--- src/rtl/cond_eval_pkg.sv ---
package cond_eval_pkg;

    // Field widths
    localparam int COND_W   = 4;
    localparam int IFLAG_W  = 4;
    localparam int FCC_W    = 2;
    localparam int FPSTAT_W = 3;

    // Bit positions that neighbouring logic depends on
    localparam int FPSTAT_EN_BIT = 2;
    localparam int FLAG_C = 0;
    localparam int FLAG_V = 1;
    localparam int FLAG_Z = 2;
    localparam int FLAG_N = 3;

    // Derived sizes
    localparam int SEL_W      = COND_W - 1;   // low bits pick the base test
    localparam int INV_BIT    = COND_W - 1;   // top bit inverts it
    localparam int FCC_VALUES = 1 << FCC_W;

    typedef enum logic {
        MODE_INT = 1'b0,
        MODE_FP  = 1'b1
    } eval_mode_e;

    typedef struct packed {
        logic vld;
        logic taken;
        logic fault;
    } result_s;

    // Returns the set of compare outcomes (bit k = outcome k) that pass
    // base floating-point test sel. Outcome bit 0=E, 1=L, 2=G, 3=U.
    function automatic logic [FCC_VALUES-1:0] fp_pass_set(input logic [SEL_W-1:0] sel);
        logic [FCC_VALUES-1:0] s;
        case (sel)
            3'd0:    s = 4'b0000;  // never
            3'd1:    s = 4'b1110;  // L G U
            3'd2:    s = 4'b0110;  // L G
            3'd3:    s = 4'b1010;  // U L
            3'd4:    s = 4'b0010;  // L
            3'd5:    s = 4'b1100;  // U G
            3'd6:    s = 4'b0100;  // G
            default: s = 4'b1000;  // U
        endcase
        return s;
    endfunction

endpackage

--- src/rtl/cond_int_eval.sv ---
module cond_int_eval
    import cond_eval_pkg::*;
(
    input  logic [COND_W-1:0]  cond,
    input  logic [IFLAG_W-1:0] flags,
    output logic               pass
);

    logic c, v, z, n;
    logic base;

    always_comb begin
        c = flags[FLAG_C];
        v = flags[FLAG_V];
        z = flags[FLAG_Z];
        n = flags[FLAG_N];
        base = 1'b0;
        case (cond[SEL_W-1:0])
            3'd0:    base = 1'b0;
            3'd1:    base = z;
            3'd2:    base = z | (n ^ v);
            3'd3:    base = n ^ v;
            3'd4:    base = c | z;
            3'd5:    base = c;
            3'd6:    base = n;
            default: base = v;
        endcase
        // upper half of the encoding is the inverse of the lower half
        pass = base ^ cond[INV_BIT];
    end

endmodule

--- src/rtl/cond_fp_eval.sv ---
module cond_fp_eval
    import cond_eval_pkg::*;
(
    input  logic [COND_W-1:0] cond,
    input  logic [FCC_W-1:0]  fcc,
    output logic              pass
);

    logic [FCC_VALUES-1:0] outcome_oh;
    logic [FCC_VALUES-1:0] pass_set;

    // one-hot decode of the compare outcome
    for (genvar k = 0; k < FCC_VALUES; k++) begin : g_oh
        assign outcome_oh[k] = (fcc == FCC_W'(k));
    end

    always_comb begin
        pass_set = fp_pass_set(cond[SEL_W-1:0]);
        pass     = (|(pass_set & outcome_oh)) ^ cond[INV_BIT];
    end

endmodule

--- src/rtl/cond_fp_gate.sv ---
module cond_fp_gate
    import cond_eval_pkg::*;
(
    input  logic                fp_mode,
    input  logic                fp_state_en,
    input  logic [FPSTAT_W-1:0] fpu_status,
    output logic                fault
);

    logic fp_enabled;

    always_comb begin
        fp_enabled = fp_state_en & fpu_status[FPSTAT_EN_BIT];
        fault      = (eval_mode_e'(fp_mode) == MODE_FP) & ~fp_enabled;
    end

endmodule

--- src/rtl/cond_eval_unit.sv ---
module cond_eval_unit
    import cond_eval_pkg::*;
(
    input  logic                clk,
    input  logic                rst,
    input  logic                in_valid,
    input  logic                fp_mode,
    input  logic [COND_W-1:0]   cond,
    input  logic [IFLAG_W-1:0]  int_flags,
    input  logic [FCC_W-1:0]    fcc,
    input  logic                fp_state_en,
    input  logic [FPSTAT_W-1:0] fpu_status,
    output logic                out_valid,
    output logic                taken,
    output logic                fp_fault
);

    logic    int_pass;
    logic    fp_pass;
    logic    gate_fault;
    result_s res_d, res_q;

    cond_int_eval i_int_eval (
        .cond  (cond),
        .flags (int_flags),
        .pass  (int_pass)
    );

    cond_fp_eval i_fp_eval (
        .cond (cond),
        .fcc  (fcc),
        .pass (fp_pass)
    );

    cond_fp_gate i_fp_gate (
        .fp_mode     (fp_mode),
        .fp_state_en (fp_state_en),
        .fpu_status  (fpu_status),
        .fault       (gate_fault)
    );

    always_comb begin
        res_d     = res_q;
        res_d.vld = in_valid;
        if (in_valid) begin
            res_d.fault = gate_fault;
            if (gate_fault) begin
                res_d.taken = 1'b0;
            end else if (eval_mode_e'(fp_mode) == MODE_FP) begin
                res_d.taken = fp_pass;
            end else begin
                res_d.taken = int_pass;
            end
        end
    end

    always_ff @(posedge clk) begin
        if (rst) begin
            res_q <= '0;
        end else begin
            res_q <= res_d;
        end
    end

    assign out_valid = res_q.vld;
    assign taken     = res_q.taken;
    assign fp_fault  = res_q.fault;

endmodule

--- config.mk ---
export PLATFORM = sky130hd
export DESIGN_NAME = cond_eval_unit
export DESIGN_NICKNAME = d
export VERILOG_FILES = /design/src/rtl/cond_eval_pkg.sv /design/src/rtl/cond_int_eval.sv /design/src/rtl/cond_fp_eval.sv /design/src/rtl/cond_fp_gate.sv /design/src/rtl/cond_eval_unit.sv
export SDC_FILE = /design/constraint.sdc
export NUM_CORES = 1
export LEC_CHECK = 0
export BUFFER_PORTS_ARGS = -buffer_cell sky130_fd_sc_hd__buf_4
export CORE_AREA = 4 4 41 43
export DETAILED_ROUTE_END_ITERATION = 10
export DIE_AREA = 0 0 45 47
export SLEW_MARGIN = 30
export SYNTH_ARGS = -nofsm -noshare
export SYNTH_HDL_FRONTEND = slang
export SYNTH_SLANG_ARGS = --single-unit
--- constraint.sdc ---
create_clock -name clk -period 3.1 [get_ports clk]
set_input_delay 0.31 -clock clk [delete_from_list [all_inputs] [get_ports clk]]
set_output_delay 0.31 -clock clk [all_outputs]
set_load 0.01 [all_outputs]
After elaboration in Yosys (flattened, before gate mapping) --
Cells that the tools add are included. W data, S select, Z words.
Storage, ports and cells: bits of input ports 18, output and inout port bits 3, word-level logic and storage cells 28, register bits after elaboration 3
Operators by class: bitwise logic cells 9, eq/ne operators 9, reductions and logical operators 3, multiplexer cells 4
Operators with widths (count):
- $pmux W4 S7 | 1
- $eq A3 B3 Y1 const B | 3
- $pmux W1 S7 | 1
- $eq A3 B2 Y1 const B | 2
- $and A4 B4 Y4 | 1
- $eq A2 B2 Y1 const B | 2
- $reduce_or A4 Y1 | 1
- $eq A3 B1 Y1 const B | 1
- $logic_not A3 Y1 | 1
- $xor A1 B1 Y1 | 3
- $and A1 B1 Y1 | 2
- $eq A2 B1 Y1 const B | 1
- $logic_not A2 Y1 | 1
- $mux W1 | 2
- $or A1 B1 Y1 | 2
- $not A1 Y1 | 1

Longest topological paths before layout --
depth after elaboration 7, mapped depth 7

Modules after synthesis --
A second synthesis with hierarchy kept.
Unflattened totals: cells, all modules 29, area total of the unflattened synthesis 259.0 µm²
By module, submodules not included:
- cond_eval_unit | area each 111.4 µm², cells each 10, sequential area each 60.1 µm², instances 1
- cond_fp_eval | area each 70.1 µm², cells each 9, sequential area each 0.0 µm², instances 1
- cond_int_eval | area each 66.3 µm², cells each 9, sequential area each 0.0 µm², instances 1
- cond_fp_gate | area each 11.3 µm², cells each 1, sequential area each 0.0 µm², instances 1

Worst setup path after synthesis --
Ideal clock, no wire load.
path type input -> register, start point input port cond[0], end point register res_q, in the netlist taken, stages 7, slack 1.370 ns, library setup time 0.059 ns, data arrival time 1.671 ns, buffers on the path 0, required time 3.041 ns, cells stage by stage inv_1 > ha_1 > or3_1 > a31o_1 > a211o_1 > o221a_1 > nand2_1
On the way: cells in the longest elaborated chain, start to end 7
Ends and longest elaborated chain:
- start: declaration | line cond_eval_unit.sv:8 | input logic [COND_W-1:0] cond,
- $eq A3 B3 Y1 (tied with other cells) | line cond_eval_pkg.sv:36, cond_int_eval.sv:18
- $pmux W4 S7 | line cond_eval_pkg.sv:36 | case (sel)
- $and A4 B4 Y4 | line cond_fp_eval.sv:19 | pass = (|(pass_set & outcome_oh)) ^ cond[INV_BIT];
- $reduce_or A4 Y1 | line cond_fp_eval.sv:19
- $xor A1 B1 Y1 | line cond_fp_eval.sv:19
- $mux W1 (*) | line cond_eval_unit.sv:49 | end else if (eval_mode_e'(fp_mode) == MODE_FP) begin
- $mux W1 (*) | line cond_eval_unit.sv:47 | if (gate_fault) begin
- end signal: assignment | line cond_eval_unit.sv:61 | res_q <= res_d;
- end: declaration | line cond_eval_unit.sv:21 | result_s res_d, res_q;
Mark *: on every way between the ends. The rest lies on a longest branch, timed or not. A chain may end at the register's enable or synchronous reset.

Final worst setup path --
Same ends and word-level chain as after synthesis.

==> flow_summary.toml <==
[floorplan]
die-width_um = 45
die_area_sq_um = 2120
io_pins = 21
core_area_sq_um = 1300
start_util = 0.254
die_y_um = 47
rows = 13

[logic_synthesis]
synthTopCellsByArea = "dfxtp_1 (18%), ha_1 (15%), o21ai_0 (7.6%)"
ys_warn_count = 0
synthCells = 42
async_flop_share = 0
yosysUniqueCellTypes = 23
avgSynthCellArea_sq_um = 7.86
seq_area_frac_synth = 0.182
synth_top_area_frac = 0.182
synth_seq_cells = 3
syn_area_sq_um = 330
synth_top_area_cell = "dfxtp_1"
synth_edf_count = 0
syn_nets = 64
synth_most_common_cell = "o21ai_0"
ys.flop_type = "dfxtp_1"
synthTopCellsByCount = "o21ai_0 (5), ha_1 (4)"

[status]
status = "completed"

[power_and_ir_drop]
power.switching_w = 0.0000417
power_density_nw_per_um2 = 312
ir_drop_mv = 0.0745
p_leak_nw = 0.248
power_frac_clock = 0.428
power_frac_comb = 0.307
power_w = 0.000159
switching_share = 0.262
seq_power_share = 0.265
cellInternalPower_w = 0.000118

[cts]
clk_pin_slew_ns = 0.04
numClockSinks = 3
cts_tree = "done"
postCtsSetupBuffers = 0
cts-root-buf = "clkbuf_4"
cts_made_buffers = 3
cts_buffer_depth = 2
cts_resized = 0
hold_buffers = 0
insertion_delay_ns = 0.23
htreeDepth = 1

[detailed_routing]
postRouteAntennaNets = 0
routed_wl_um = 800
drc = 0
met3_length_um = 103
wire_per_inst_um = 10.1
highest_layer = "met3"
drt-met1-wl_um = 338
drt_iter0_drc = 1
vias = 372
drt-vias-per-instance = 4.71
dr_wl_met2_um = 358
first_pass_iters = 2

[critical_path]
reg2reg_from = "taken$_SDFFE_PP0P_"
cp_num_buf_inv = 2
critPathMaxFanout = 6
critPathMaxStageDelay_ns = 0.39
critPathRequiredTime_ns = 3.28
r2r_slack_ns = 2.10
crit_family = "compound AO/OA/AOI/OAI gates"
path_cells = "buf_4 > inv_1 > ha_1 > or3_1 > a31o_1 > a211o_1 > o221a_1 > nand2_1"
reg2reg_depth = 3
crit_type = "in2reg"
cp-start-kind = "primary input"
critPathCaptureType = "flip-flop"
crit_slowest_cell = "or3_1"
critPathArrivalTime_ns = 1.88
rr_endpoint = "taken$_SDFFE_PP0P_"

[placement]
place_hpwl_um = 698
place_congestion = 0.748
portBuffers = 18

[grt]
antenna_found_initial = 0
globalRouteOverflowTotal = 0
grt_use_total = 0.0899
grt_pass1_wl_mm = 1.41
first_global_vias = 359
grt_max_degree = 7

[timing]
post-route-min-period_ns = 1.71
finalMaxSlewViolations = 0
rsz0062_at_grt = "false"
finalCritPeriodShare = 0.550
setup_tns_ns = 0
final_hold_viol_count = 0
slew_headroom = 0.845
tightest_slew_ns = 0.230
clock.fmax_ghz = 0.586
fin_worst_skew_ns = 0
setup_viol = 0

[finish]
diodes = 0
syn2layout_area_growth_pct = 54.5
seq_area_sq_um = 60.1
layout-drive-gt1-share = 0.375
fill_cells = 145
multi_input_area_sq_um = 259
nets = 87

[hold_path]
whs_path_depth = 2
hp-start = "rst"
hp-class = "in2reg"
hold_end = "fp_fault$_SDFFE_PP0P_"

[flow_run]
max_cap_violations = 0
sequential cells by signal, indices dropped and copies added (netlist names):
| name | cells |
|---|---|
| out_valid | 1 |
| taken | 1 |
| fp_fault | 1 |
cell type report:
cell class / instances / area share
multi-input combinational: 36 / 0.507
timing repair buffer: 18 / 0.265
sequential: 3 / 0.118
clock buffer: 4 / 0.0515
tap: 15 / 0.0368
inverter: 3 / 0.0221
how the worst max path moves through the flow:
stage               slack (ns)                 end    start  depth (start not counted)
floorplan                 1.37  taken$_SDFFE_PP0P_  cond[0]                          7
global placement          1.16  taken$_SDFFE_PP0P_  cond[0]                          8
detailed placement        1.16  taken$_SDFFE_PP0P_  cond[0]                          8
CTS                       1.40  taken$_SDFFE_PP0P_  cond[0]                          8
global route              1.30  taken$_SDFFE_PP0P_  cond[0]                          8
finish                    1.39  taken$_SDFFE_PP0P_  cond[0]                          8
logic make-up after synthesis:
group,after synthesis,synth area share
multiplexers,1,0.0303
AND/OR/NAND/NOR,17,0.295
adder cells (fa/ha/maj),4,0.152
flip-flops,3,0.182
AO/OA/AOI/OAI,13,0.280
XOR/XNOR,1,0.0265
buffers and inverters,3,0.0341
placed cells by master (no fill, tap or decap):
master / instances
clkbuf_1: 1
a21boi_0: 1
or3_1: 1
nand2_1: 3
nor2b_1: 2
inv_1: 3
dfxtp_1: 3
o211ai_1: 2
mux2i_1: 1
a211o_1: 1
clkbuf_4: 3
or2b_2: 1
o21ai_0: 5
xnor2_1: 1
ha_1: 4
buf_4: 18
o21bai_1: 1
nor3_1: 3
o2111ai_1: 1
a31o_1: 1
or3b_2: 1
and2b_2: 1
nor2_1: 3
or4b_1: 1
nand3_1: 1
o221a_1: 1
through the flow:
step / utilization / cell area (sq um) / worst slack (ns) / instances / hold WS (ns)
final: 0.392 / 510 / 1.39 / 79 / 0.250
after global routing: 0.392 / 510 / 1.30 / 79 / 0.240
after CTS: 0.392 / 510 / 1.40 / 79 / 0.243
after detailed placement: 0.372 / 484 / 1.16 / 75 / 0.489
after global placement: 0.372 / 484 / 1.16 / 75 / 0.485
after floorplan: - / 330 / 1.37 / 42 / 0.382
power groups by stage:
stage / logic (W) / registers [W] / clock network, W
global route: 0.0000553 / 0.0000424 / 0.0000783
global placement: 0.0000493 / 0.0000428 / 0
detailed placement: 0.0000492 / 0.0000429 / 0
floorplan: 0.0000230 / 0.0000440 / 0
CTS: 0.0000495 / 0.0000422 / 0.0000717
finish: 0.0000489 / 0.0000423 / 0.0000681
routing by layer:
| layer | global-route usage | up-vias |
|---|---|---|
| met2 | 0.153 | 18 |
| met3 | 0.0383 | 0 |
| met1 | 0.0995 | 156 |
| li1 | - | 198 |
| met5 | 0 | - |
| met4 | 0.0351 | 0 |
No activity file was read; power rests on OpenSTA's default activity.
